File: src/rtl/ispp_pkg.sv
package ispp_pkg;
   typedef enum logic [2:0] {
      ST_IDLE,
      ST_PULSE,
      ST_VERIFY,
      ST_CHECK,
      ST_DONE,
      ST_FAIL
   } ispp_state_e;
endpackage

File: src/rtl/ispp_phase_timer.sv
module ispp_phase_timer #(
   parameter int TIME_W = 4
) (
   input  logic              clk,
   input  logic              rst_n,
   input  logic              load,
   input  logic [TIME_W-1:0] load_val,
   input  logic              run,
   output logic              last
);
   logic [TIME_W-1:0] cnt;

   // a zero load behaves as a one-cycle phase
   assign last = (cnt <= TIME_W'(1));

   always_ff @(posedge clk or negedge rst_n) begin
      if (!rst_n)           cnt <= '0;
      else if (load)        cnt <= load_val;
      else if (run && !last) cnt <= cnt - TIME_W'(1);
   end
endmodule

File: src/rtl/ispp_amp_gen.sv
module ispp_amp_gen #(
   parameter int AMP_W = 8
) (
   input  logic             clk,
   input  logic             rst_n,
   input  logic             init,
   input  logic             adv,
   input  logic [AMP_W-1:0] init_val,
   input  logic [AMP_W-1:0] step_val,
   input  logic [AMP_W-1:0] ceil_val,
   output logic [AMP_W-1:0] amp
);
   logic [AMP_W:0] sum;
   logic [AMP_W:0] ceil_x;

   assign sum    = {1'b0, amp} + {1'b0, step_val};
   assign ceil_x = {1'b0, ceil_val};

   always_ff @(posedge clk or negedge rst_n) begin
      if (!rst_n) amp <= '0;
      else if (init) amp <= (init_val > ceil_val) ? ceil_val : init_val;
      else if (adv)  amp <= (sum > ceil_x) ? ceil_val : sum[AMP_W-1:0];
   end
endmodule

File: src/rtl/ispp_cell_verify.sv
module ispp_cell_verify #(
   parameter int NCELL = 8,
   parameter int MBITS = 2,
   parameter int LVL_W = 8,
   localparam int NLVL = (1 << MBITS) - 1
) (
   input  logic [NCELL*MBITS-1:0] tgt,
   input  logic [NLVL*LVL_W-1:0]  lvls,
   input  logic [NCELL*LVL_W-1:0] sense,
   output logic [NCELL-1:0]       pass
);
   for (genvar i = 0; i < NCELL; i++) begin : g_cell
      logic [MBITS-1:0] t;
      logic [LVL_W-1:0] thr;
      logic [LVL_W-1:0] s;
      assign t = tgt[i*MBITS +: MBITS];
      assign s = sense[i*LVL_W +: LVL_W];
      if (MBITS == 1) begin : g_single
         assign thr = lvls[LVL_W-1:0];
      end else begin : g_multi
         logic [MBITS-1:0] idx;
         assign idx = (t == '0) ? '0 : t - MBITS'(1);
         assign thr = lvls[idx*LVL_W +: LVL_W];
      end
      assign pass[i] = (t != '0) && (s >= thr);
   end
endmodule

File: src/rtl/ispp_ctrl.sv
module ispp_ctrl
   import ispp_pkg::*;
#(
   parameter int NCELL  = 8,
   parameter int MBITS  = 2,
   parameter int LVL_W  = 8,
   parameter int AMP_W  = 8,
   parameter int TIME_W = 4,
   parameter int LOOP_W = 4
) (
   input  logic                               clk,
   input  logic                               rst_n,
   input  logic                               start,
   input  logic [NCELL*MBITS-1:0]             tgt_state,
   input  logic [((1<<MBITS)-1)*LVL_W-1:0]    vfy_lvls,
   input  logic [NCELL*LVL_W-1:0]             sense_lvl,
   input  logic [AMP_W-1:0]                   amp_init,
   input  logic [AMP_W-1:0]                   amp_step,
   input  logic [AMP_W-1:0]                   amp_ceil,
   input  logic [TIME_W-1:0]                  pulse_len,
   input  logic [TIME_W-1:0]                  verify_len,
   input  logic [LOOP_W-1:0]                  max_loops,
   output logic [AMP_W-1:0]                   pulse_amp,
   output logic                               pulse_on,
   output logic [NCELL-1:0]                   inhibit,
   output logic                               verify_on,
   output logic                               done,
   output logic                               fail
);
   localparam int NLVL   = (1 << MBITS) - 1;
   localparam int LVLS_W = NLVL * LVL_W;

   if (NCELL < 1) begin : g_bad_ncell
      $error("ispp_ctrl: NCELL must be at least 1");
   end
   if (MBITS < 1 || MBITS > 4) begin : g_bad_mbits
      $error("ispp_ctrl: MBITS must lie in 1..4");
   end
   if (AMP_W < 2 || TIME_W < 1 || LOOP_W < 1 || LVL_W < 2) begin : g_bad_w
      $error("ispp_ctrl: width parameter too small");
   end

   ispp_state_e st, st_nx;

   logic [NCELL*MBITS-1:0] tgt_q;
   logic [LVLS_W-1:0]      lvl_q;
   logic [AMP_W-1:0]       step_q, ceil_q;
   logic [TIME_W-1:0]      plen_q, vlen_q;
   logic [LOOP_W-1:0]      maxl_q, loop_cnt;
   logic [NCELL-1:0]       inh_q, erased_in, pass;

   logic accept, t_last, t_load, go_pulse, loop_end, all_inh, budget_out;
   logic [TIME_W-1:0] t_val;
   logic [LOOP_W-1:0] eff_max;

   for (genvar i = 0; i < NCELL; i++) begin : g_erased
      assign erased_in[i] = (tgt_state[i*MBITS +: MBITS] == '0);
   end

   assign accept     = (st == ST_IDLE) && start;
   assign all_inh    = &inh_q;
   assign eff_max    = (maxl_q == '0) ? LOOP_W'(1) : maxl_q;
   assign budget_out = (loop_cnt >= eff_max);
   assign loop_end   = (st == ST_VERIFY) && t_last;
   assign go_pulse   = (st == ST_CHECK) && !all_inh && !budget_out;

   always_comb begin
      st_nx = st;
      unique case (st)
         ST_IDLE:   if (start) st_nx = (&erased_in) ? ST_DONE : ST_PULSE;
         ST_PULSE:  if (t_last) st_nx = ST_VERIFY;
         ST_VERIFY: if (t_last) st_nx = ST_CHECK;
         ST_CHECK:  st_nx = all_inh ? ST_DONE : (budget_out ? ST_FAIL : ST_PULSE);
         ST_DONE:   st_nx = ST_IDLE;
         ST_FAIL:   st_nx = ST_IDLE;
         default:   st_nx = ST_IDLE;
      endcase
   end

   always_comb begin
      t_load = accept || ((st == ST_PULSE) && t_last) || go_pulse;
      if (st == ST_IDLE)       t_val = pulse_len;
      else if (st == ST_PULSE) t_val = vlen_q;
      else                     t_val = plen_q;
   end

   always_ff @(posedge clk or negedge rst_n) begin
      if (!rst_n) begin
         st       <= ST_IDLE;
         tgt_q    <= '0;
         lvl_q    <= '0;
         step_q   <= '0;
         ceil_q   <= '0;
         plen_q   <= '0;
         vlen_q   <= '0;
         maxl_q   <= '0;
         loop_cnt <= '0;
         inh_q    <= '1;
      end else begin
         st <= st_nx;
         if (accept) begin
            tgt_q    <= tgt_state;
            lvl_q    <= vfy_lvls;
            step_q   <= amp_step;
            ceil_q   <= amp_ceil;
            plen_q   <= pulse_len;
            vlen_q   <= verify_len;
            maxl_q   <= max_loops;
            loop_cnt <= '0;
            inh_q    <= erased_in;
         end else if (loop_end) begin
            loop_cnt <= loop_cnt + LOOP_W'(1);
            inh_q    <= inh_q | pass;
         end
      end
   end

   ispp_phase_timer #(.TIME_W(TIME_W)) u_timer (
      .clk      (clk),
      .rst_n    (rst_n),
      .load     (t_load),
      .load_val (t_val),
      .run      ((st == ST_PULSE) || (st == ST_VERIFY)),
      .last     (t_last)
   );

   ispp_amp_gen #(.AMP_W(AMP_W)) u_amp (
      .clk      (clk),
      .rst_n    (rst_n),
      .init     (accept),
      .adv      (go_pulse),
      .init_val (amp_init),
      .step_val (step_q),
      .ceil_val ((st == ST_IDLE) ? amp_ceil : ceil_q),
      .amp      (pulse_amp)
   );

   ispp_cell_verify #(.NCELL(NCELL), .MBITS(MBITS), .LVL_W(LVL_W)) u_cmp (
      .tgt   (tgt_q),
      .lvls  (lvl_q),
      .sense (sense_lvl),
      .pass  (pass)
   );

   assign pulse_on  = (st == ST_PULSE);
   assign verify_on = (st == ST_VERIFY);
   assign done      = (st == ST_DONE);
   assign fail      = (st == ST_FAIL);
   assign inhibit   = inh_q;
endmodule

File: config.mk
export PLATFORM = sky130hd
export DESIGN_NAME = ispp_ctrl
export DESIGN_NICKNAME = d
export VERILOG_FILES = /design/src/rtl/ispp_pkg.sv /design/src/rtl/ispp_phase_timer.sv /design/src/rtl/ispp_amp_gen.sv /design/src/rtl/ispp_cell_verify.sv /design/src/rtl/ispp_ctrl.sv
export SDC_FILE = /design/constraint.sdc
export NUM_CORES = 1
export LEC_CHECK = 0
export BUFFER_PORTS_ARGS = -buffer_cell sky130_fd_sc_hd__buf_2
export CORE_MARGIN = 2
export CORE_UTILIZATION = 40
export DETAILED_ROUTE_END_ITERATION = 16
export PLACE_DENSITY = 0.68
export RECOVER_POWER = 50
export SKIP_LAST_GASP = 1
export SYNTH_ARGS = -nofsm -noshare
export SYNTH_HDL_FRONTEND = slang
export SYNTH_HIERARCHICAL = 1
export SYNTH_SLANG_ARGS = --single-unit
File: constraint.sdc
create_clock -name clk -period 4.5 [get_ports clk]
set_clock_uncertainty 0.1 [all_clocks]
set_input_delay 1.125 -clock clk [delete_from_list [all_inputs] [get_ports clk]]
set_output_delay 1.125 -clock clk [all_outputs]
set_load 0.05 [all_outputs]
==> run metrics, run 1 <==
status=finished with violations; failing checks=max-capacitance violations, max-slew violations; Routed WL=around 22000 um; largest net degree at the start of global routing=81; asr flop ratio synth=1.00; Slew headroom=-0.0913; Crit. End Element=flip-flop; IR drop worst, VDD=0.000435 V; Layout area overhead=14.4%; Synth Area in Compound Gates=0.159; clock buffer depth=2; Leak Pwr=about 4.5 nW; RSZ-0062 raised after global routing=no; Mapped Area=0.00792 mm2; min cycle time layout=3.47 ns; critical-path cell with the highest stage delay=fa_1; crit-path cells=ha_1 -> fa_1 -> a211oi_1 -> o21bai_1 -> a21oi_1 -> xnor2_1 -> ha_1 -> a22oi_1 -> o211ai_1 -> a31oi_1 -> o21ai_4 -> mux2i_1 -> o221ai_1; CP max stage delay=0.43 ns; CP delay by family, top=compound AO/OA/AOI/OAI gates; Post-DRT Antenna Nets=0; Post-Syn Area per Cell=8.34 um2; layout filler cell count=between 1500 and 2000; first-pass GRT wire length=roughly 35000 um; CTS sink count=95; total power draw=7.24 mW; DR pass1 iterations=5; CP Class=flip-flop to flip-flop; final hold vios=0; Least-Margin Pin Slew=between 1.5 and 2 ns; initial antenna violation count=1; type of origin of the critical path=flip-flop; WP data required=4.60 ns; H-tree Lvls=3; hold path depth=2; cts bufs inserted=9; Overall Global Routing Usage=0.219; TNS Setup=0 ns; Tightest Hold Check Type=flip-flop to flip-flop; Seq/Total Area, Yosys=0.302; Starting Density=0.407; Tcrit/Tclk final=0.770; Max FO, Critical Path=9; Post-Syn Nets=roughly 1200; max-cap viol count=2; Worst Path Arrival=3.56 ns; wire per inst=between 15 and 20 um; crit path buf inv count=0; combinational family with the most area after synthesis=simple AND/OR/NAND/NOR gates; root buffer selected by CTS=clkbuf_16; synthesized instance count=949; Synth Area in Simple Gates=0.213; global placer's final weighted congestion=0.883; final instance area=between 0.009 and 0.01 mm2; Clock transition at path regs=0.08 ns; Final setup viols=0; Post-Synth XOR/XNOR Area=0.00553; Die W=about 140 um; crit-path most repeated cell=ha_1; DIE HEIGHT=145 um; GRT Residual Overflow=0; synth unique cells=68; cts hold-fix bufs=0; TritonCTS clock tree=built; vias in the first global route=between 6000 and 7000; fmax=289 MHz; layout cell share with drive strength beyond 1=0.196; Main synth FF type=dfrtp_1; r2r worst-path depth=13; nets=approximately 1300; Site Rows=~50; flops & latches, synth=95; Port Buffers=around 160; Slew Viols, Final=144; mux cell area share after synthesis=0.109; DRC Markers=0; Synthesis Warnings=6; vias per std cell=5.41; PD cells=800 mW/mm2; number of DRC markers in iteration 0=416; worst-skew pair later-pin latency=0.36 ns; Post-CTS Setup Bufs=0; Final HPWL DP=16900 um; core area=0.0195 mm2; Crit. path cell count=13; post-CTS sizing=0; vias=between 7000 and 8000; Synth Area in Adders=0.153; IO Count=163; Post-synth EDFFs=0; Die ar.=0.0209 mm2; placed instance area=0.00876 mm2
-- layout by cell type, fill, tap and decap left out, types with 5 or more instances in the layout --
master and instances:
o22ai_1 18, a22oi_1 8, dfstp_2 8, nand4_1 15
nor2_1 27, o21ai_1 7, o211ai_1 5, a21oi_1 24
nor4_1 5, clkbuf_1 7, inv_1 32, a221o_1 8
nand2_1 268, dfrtp_1 87, ha_1 95, nor3_1 18
nor2b_1 5, mux2i_1 76, a211oi_1 10, o21ai_0 69
clkbuf_16 9, or3_1 8, mux2_2 9, buf_2 157
a21o_1 8, a2111oi_0 6, o221ai_1 8, nand2b_1 10
-- where the power goes --
| group | total (mW) | internal, mW | switching [mW] |
|---|---|---|---|
| registers | 2.13 | 1.25 | 0.880 |
| logic | 4.29 | 1.90 | 2.39 |
| clock network | 0.820 | 0.456 | 0.363 |
| total | 7.24 | 3.61 | 3.63 |
-- registers in the layout (all words and copies together) (netlist names), 8 cells and up --
signal / cells
lvl_q: 24
tgt_q: 16
ceil_q: 8
inhibit: 8
step_q: 8
u_amp/amp: 8
-- per-stage QoR --
| stage | util | setup WS [ns] | hold WS [ns] | std cells |
|---|---|---|---|---|
| final | 0.465 | 1.03 | 0.377 | 1342 |
| after detailed placement | 0.450 | 1.04 | 0.363 | 1325 |
| after floorplan | - | 1.06 | 0.340 | 949 |
| after global placement | 0.450 | 1.12 | 0.353 | 1325 |
| after CTS | 0.466 | 1.03 | 0.380 | 1341 |
| after global routing | 0.465 | 0.787 | 0.384 | 1341 |
-- cell families after synthesis --
family                   count (synthesis)
adder cells (fa/ha/maj)                 96
multiplexers                            85
buffers and inverters                   89
AO/OA/AOI/OAI                          195
XOR/XNOR                                 5
AND/OR/NAND/NOR                        384
flip-flops                              95
-- final timing paths --
check	from	end	slack, ns
min reg2reg	ceil_q[4]$_DFFE_PN0P_	ceil_q[4]$_DFFE_PN0P_	0.38
min in group asynchronous	rst_n	plen_q[0]$_DFFE_PN0P_	1.08
max reg2reg	u_amp/amp[0]$_DFFE_PN0P_	u_amp/amp[1]$_DFFE_PN0P_	1.03
max	u_amp/amp[0]$_DFFE_PN0P_	u_amp/amp[1]$_DFFE_PN0P_	1.03
min	ceil_q[4]$_DFFE_PN0P_	ceil_q[4]$_DFFE_PN0P_	0.38
max in group asynchronous	rst_n	tgt_q[12]$_DFFE_PN0P_	1.56
-- routing by layer --
metal  wire length, um  global-route usage  up-vias
li1                  -                   -     3615
met1             10500               0.308     3407
met2             10200               0.344      212
met3              1300              0.0339       28
met4               476              0.0736        0
met5                 0                   0        -
-- area by class of cell --
class / count / area (um2) / share of cell area
Multi-Input combinational cell: 765 / 5060 / 0.559
Sequential cell: 95 / 2390 / 0.264
Timing Repair Buffer: 167 / 830 / 0.0916
Tap cell: 265 / 332 / 0.0366
Clock buffer: 10 / 239 / 0.0264
Inverter: 33 / 124 / 0.0137
Clock inverter: 6 / 76.3 / 0.00843
Antenna cell: 1 / 2.50 / 0.000276
-- cell usage after synthesis (all sizes together), types with 5 or more instances --
cell,number,area (um2)
nor3,19,106
a211oi,11,87.6
a2111oi,6,52.6
nor4,5,31.3
nand4,15,93.8
nor2b,5,31.3
o22ai,18,113
inv,33,124
ha,95,1190
nand2b,10,62.6
mux2i,76,761
clkbuf,16,60.1
a21oi,25,129
dfstp,8,210
a22oi,8,60.1
mux2,9,101
dfrtp,87,2180
o211ai,5,37.5
a21o,9,68.8
o21ai,78,405
nand2,269,1020
o221ai,8,70.1
buf,40,282
or3,8,50.1
a221o,8,80.1
nor2,28,108
-- worst min-delay path: stages (launching register included) --
cell and delay (ns):
dfrtp_1 0.34, nand2_1 0.05, nand2_1 0.06
Note: power is estimated with default switching activity, not from simulation.
==> run 2: changes to the inputs <==
clock period = 3.3 ns   (was 4.5 ns; I/O delays follow)
==> run metrics, run 2 (synthesis gave the netlist of run 1 again) <==
Routed WL=22300 um; RSZ-0062 raised after global routing=yes; Overall Global Routing Usage=0.214; worst setup path startpoint=u_amp/amp[0]$_DFFE_PN0P_; IO Count=~160; Port Buffers=162; GRT Residual Overflow=0; Die W=roughly 140 um; first-pass GRT wire length=34500 um; Slew headroom=-0.0536; most frequent cells in the layout=nand2_1 (268), buf_2 (157), ha_1 (93); P_sw=5.14 mW; R2R setup slack=-0.08 ns; DIE HEIGHT=145 um; Tcrit/Tclk final=1.02; pre-CTS setup slack=-0.00221 ns; core area=0.0195 mm2; Least-Margin Pin Slew=1.58 ns; PD cells=between 1000 and 1500 mW/mm2; fmax=about 300 MHz; Worst Path Arrival=around 3.5 ns; IR drop worst, VDD=0.000741 V; vias per std cell=around 5.4; Starting Density=0.407; Clock transition at path regs=0.07 ns; worst-skew pair later-pin latency=0.35 ns; CP Class=flip-flop to flip-flop; number of DRC markers in iteration 0=511; Crit. End Element=flip-flop; min cycle time layout=3.38 ns; root buffer selected by CTS=clkbuf_16; layout filler cell count=around 1900; reg-to-reg endpoint=u_amp/amp[7]$_DFFE_PN0P_; type of origin of the critical path=flip-flop; status=finished with violations; Clock Power Share=0.110; H-tree Lvls=3; Reg power frac=0.271; nets=1324; most common cell after layout, fill and taps aside=nand2_1; TNS Setup=-0.210 ns; internal cell power=5.32 mW; max reg flops=24; Site Rows=just over 50; r2r worst-path depth=13; hold path depth=2; Gate power share=0.619; Post-DRT Antenna Nets=0; Max FO, Critical Path=4; Most flops, register=lvl_q; TritonCTS clock tree=built; Leak Pwr=between 4 and 5 nW; wire per inst=16.5 um; global placer's final weighted congestion=0.881; cts bufs inserted=9; failing checks=max-capacitance violations, max-slew violations, negative setup slack; clock buffer depth=2; largest registers=lvl_q x24, tgt_q x16; Die ar.=0.0209 mm2; reg2reg start=u_amp/amp[0]$_DFFE_PN0P_; WP data required=between 3 and 4 ns; final hold vios=0; DR pass1 iterations=7; max-cap viol count=1; largest net degree at the start of global routing=81; Layout area overhead=17.1%; Final setup viols=4; Tightest Hold Check Type=flip-flop to flip-flop; DRC Markers=0; cts hold-fix bufs=0; CTS sink count=95; vias=7376; initial antenna violation count=2; Final HPWL DP=16800 um; Slew Viols, Final=29; hold endpoint=plen_q[3]$_DFFE_PN0P_; Final WS setup=-0.0812 ns; vias in the first global route=6563; switch share=0.491; hold_sp=plen_q[3]$_DFFE_PN0P_; layout cell share with drive strength beyond 1=0.216
[run 2: worst max path at each step]
stage / cells past startpoint / slack, ns / to
after floorplan: 12 / 0.05 / u_amp/amp[7]$_DFFE_PN0P_
after global placement: 12 / 0.04 / u_amp/amp[7]$_DFFE_PN0P_
after detailed placement: 13 / -0.002 / u_amp/amp[6]$_DFFE_PN0P_
after CTS: 12 / 0.04 / u_amp/amp[7]$_DFFE_PN0P_
after global routing: 14 / -0.24 / u_amp/amp[5]$_DFFE_PN0P_
final: 13 / -0.08 / u_amp/amp[7]$_DFFE_PN0P_
[run 2: power groups by stage]
stage	registers (mW)	clock network, mW	logic [mW]
after global routing	2.93	1.23	7.25
final	2.83	1.15	6.48
after detailed placement	2.82	0	6.00
after CTS	2.80	1.19	6.14
after global placement	2.80	0	5.86
after floorplan	2.38	0	4.97
[run 2: metrics by stage]
step	hold slack [ns]	utilization	area [um2]	power, mW	std cells
final	0.375	0.476	9270	10.5	1356
after global routing	0.404	0.476	9270	11.4	1355
after global placement	0.356	0.455	8850	8.66	1334
after detailed placement	0.359	0.455	8850	8.82	1334
after floorplan	0.340	-	7930	7.35	949
after CTS	0.304	0.472	9190	10.1	1351
[run 2: metal layers]
| layer | track usage | share of wire | routed length (um) |
|---|---|---|---|
| met5 | 0 | 0.00054 | 12 |
| met4 | 0.0485 | 0.012 | 258 |
| met3 | 0.0392 | 0.063 | 1410 |
| met2 | 0.327 | 0.46 | 10200 |
| met1 | 0.314 | 0.47 | 10500 |
[run 2: final cells by class]
type	count	area, um2	area share
multi-input cells	766	5170	0.557
flip-flops and latches	95	2390	0.258
diodes	1	2.50	0.000270
inverters	33	124	0.0134
well taps	265	332	0.0358
clock buffers	13	250	0.0270
clock inverters	3	68.8	0.00743
repair buffers	180	936	0.101
[run 2: critical path: stages, from the launching register on]
cell,delay [ns]
dfrtp_2,0.43
ha_4,0.17
fa_2,0.41
a211oi_2,0.27
o21bai_1,0.12
a21oi_2,0.19
xnor2_2,0.13
ha_4,0.19
nor4_4,0.26
o211ai_1,0.14
a31oi_2,0.26
buf_4,0.18
o21ai_4,0.08
o311a_1,0.32
[run 2: repair_timing]
action	CTS	global route
cloned	1	0
pin swaps	2	13
hold endpoints to repair	0	0
endpoints found under the setup margin	8	8
setup buffers	0	4
resized for setup	3	12
==> run 3: changes to the inputs <==
SETUP_SLACK_MARGIN = 0.2   (was default)
==> run metrics, run 3 (synthesis gave the netlist of run 1 again) <==
GRT Residual Overflow=0; Slew Viols, Final=38; Starting Density=0.407; Reg power frac=0.273; Final HPWL DP=17000 um; vias per std cell=5.50; pre-CTS setup slack=approximately 0.095 ns; total power draw=10.4 mW; nets=1328; IO Count=163; IR drop worst, VDD=between 0.0006 and 0.0007 V; largest registers=lvl_q x24, tgt_q x16; Final WS setup=0.0166 ns; worst setup path startpoint=u_amp/amp[0]$_DFFE_PN0P_; WP data required=between 3 and 4 ns; reg2reg start=u_amp/amp[0]$_DFFE_PN0P_; max reg flops=24; Worst Path Arrival=3.39 ns; Slew headroom=-0.527; Leak Pwr=4.65 nW; TritonCTS clock tree=built; CP Class=flip-flop to flip-flop; wire per inst=16.9 um; Non-Filler Instances=1359; switch share=0.497; DR pass1 iterations=8; Max FO, Critical Path=5; max-cap viol count=1; RSZ-0062 raised after global routing=yes; internal cell power=around 5.2 mW; Routed WL=about 23000 um; Post-DRT Antenna Nets=0; Site Rows=51; placed cell count=1332; DRC Markers=0; n_diodes=0; final hold vios=0; PD cells=1130 mW/mm2; cts hold-fix bufs=0; Die W=145 um; root buffer selected by CTS=clkbuf_16; H-tree Lvls=3; placed instance area=just under 0.009 mm2; Tightest Hold Check Type=flip-flop to flip-flop; most common cell after layout, fill and taps aside=nand2_1; largest net degree at the start of global routing=between 50 and 60; failing checks=max-capacitance violations, max-slew violations; Die ar.=around 0.021 mm2; type of origin of the critical path=flip-flop; first-pass GRT wire length=35800 um; cts bufs inserted=9; hold path depth=2; clock buffer depth=2; hold_sp=plen_q[3]$_DFFE_PN0P_; core area=0.0195 mm2; Port Buffers=162; r2r worst-path depth=14; DIE HEIGHT=145 um; status=finished with violations; most frequent cells in the layout=nand2_1 (268), buf_2 (156), ha_1 (94); Overall Global Routing Usage=0.221; initial antenna violation count=0; vias in the first global route=6905; Most flops, register=lvl_q; min cycle time layout=3.28 ns; Layout area overhead=17.0%; fmax=305 MHz; layout cell share with drive strength beyond 1=0.221; Final setup viols=0; worst-skew pair later-pin latency=around 0.35 ns; CTS sink count=95; vias=7471; layout filler cell count=between 1500 and 2000; number of DRC markers in iteration 0=approximately 470; global placer's final weighted congestion=between 0.8 and 0.9; Clock Power Share=0.100; Crit. End Element=flip-flop; final instance area=0.00926 mm2; Least-Margin Pin Slew=2.29 ns; Tcrit/Tclk final=0.995; Gate power share=0.627; P_sw=~5.2 mW; Clock transition at path regs=0.07 ns
-- run 3: cell types whose count changed in the layout (fill, tap and decap cells not counted), sizes merged --
cell,change
clkbuf,-3
diode,-1
bufinv,-1
buf,+4
clkinv,+4
-- run 3: critical path, stage by stage, from the launching register on --
cell and delay (ns):
dfrtp_2 0.43, ha_4 0.17, fa_2 0.36, a211oi_2 0.26, o21bai_1 0.11, a21oi_2 0.18
xnor2_2 0.11, ha_1 0.24, nor4_2 0.27, o211ai_1 0.15, a31oi_2 0.16, buf_4 0.16
o21ai_4 0.09, mux2i_1 0.22, o221ai_1 0.13
-- run 3: area by class of cell --
| type | instances | area [um2] | area share |
|---|---|---|---|
| clock buffers | 10 | 229 | 0.0247 |
| clock inverters | 6 | 58.8 | 0.00635 |
| inverters | 33 | 124 | 0.0134 |
| multi-input cells | 766 | 5140 | 0.556 |
| flip-flops and latches | 95 | 2390 | 0.258 |
| well taps | 265 | 332 | 0.0358 |
| repair buffers | 184 | 978 | 0.106 |
-- run 3: final timing paths --
| check | endpoint | slack (ns) |
|---|---|---|
| setup / recovery | u_amp/amp[5]$_DFFE_PN0P_ | 0.02 |
| hold / removal | plen_q[3]$_DFFE_PN0P_ | 0.38 |
| setup reg to reg | u_amp/amp[5]$_DFFE_PN0P_ | 0.02 |
| hold reg to reg | plen_q[3]$_DFFE_PN0P_ | 0.38 |
| max in group asynchronous | u_amp/amp[6]$_DFFE_PN0P_ | 0.56 |
| min in group asynchronous | u_amp/amp[0]$_DFFE_PN0P_ | 1.07 |
-- run 3: metrics by stage --
stage               utilization  hold WS [ns]  setup TNS (ns)
detailed placement        0.455         0.363               0
floorplan                     -         0.340               0
CTS                       0.475         0.373               0
finish                    0.476         0.378               0
global placement          0.455         0.356               0
global route              0.476         0.407           -1.11
-- run 3: timing repair --
item,in CTS,in global routing
endpoints found under the setup margin,8,8
buffers inserted,8,2
pin swaps,8,8
resized for setup,6,3
cloned,1,0
-- run 3: metal layers --
metal	vias up	global-route usage	share of wire	routed length [um]
met3	39	0.0359	0.060	1370
met1	3520	0.310	0.46	10600
met5	-	0	0	0
li1	3645	-	-	-
met2	267	0.350	0.46	10500
met4	0	0.0690	0.025	579
-- run 3: power groups by stage --
stage,clock network (mW),registers (mW),logic [mW]
2_1_floorplan,0,2.39,4.99
3_3_place_gp,0,2.82,5.84
3_5_place_dp,0,2.84,5.99
4_1_cts,1.08,2.82,6.37
5_1_grt,1.13,2.96,7.30
6_report,1.05,2.85,6.54
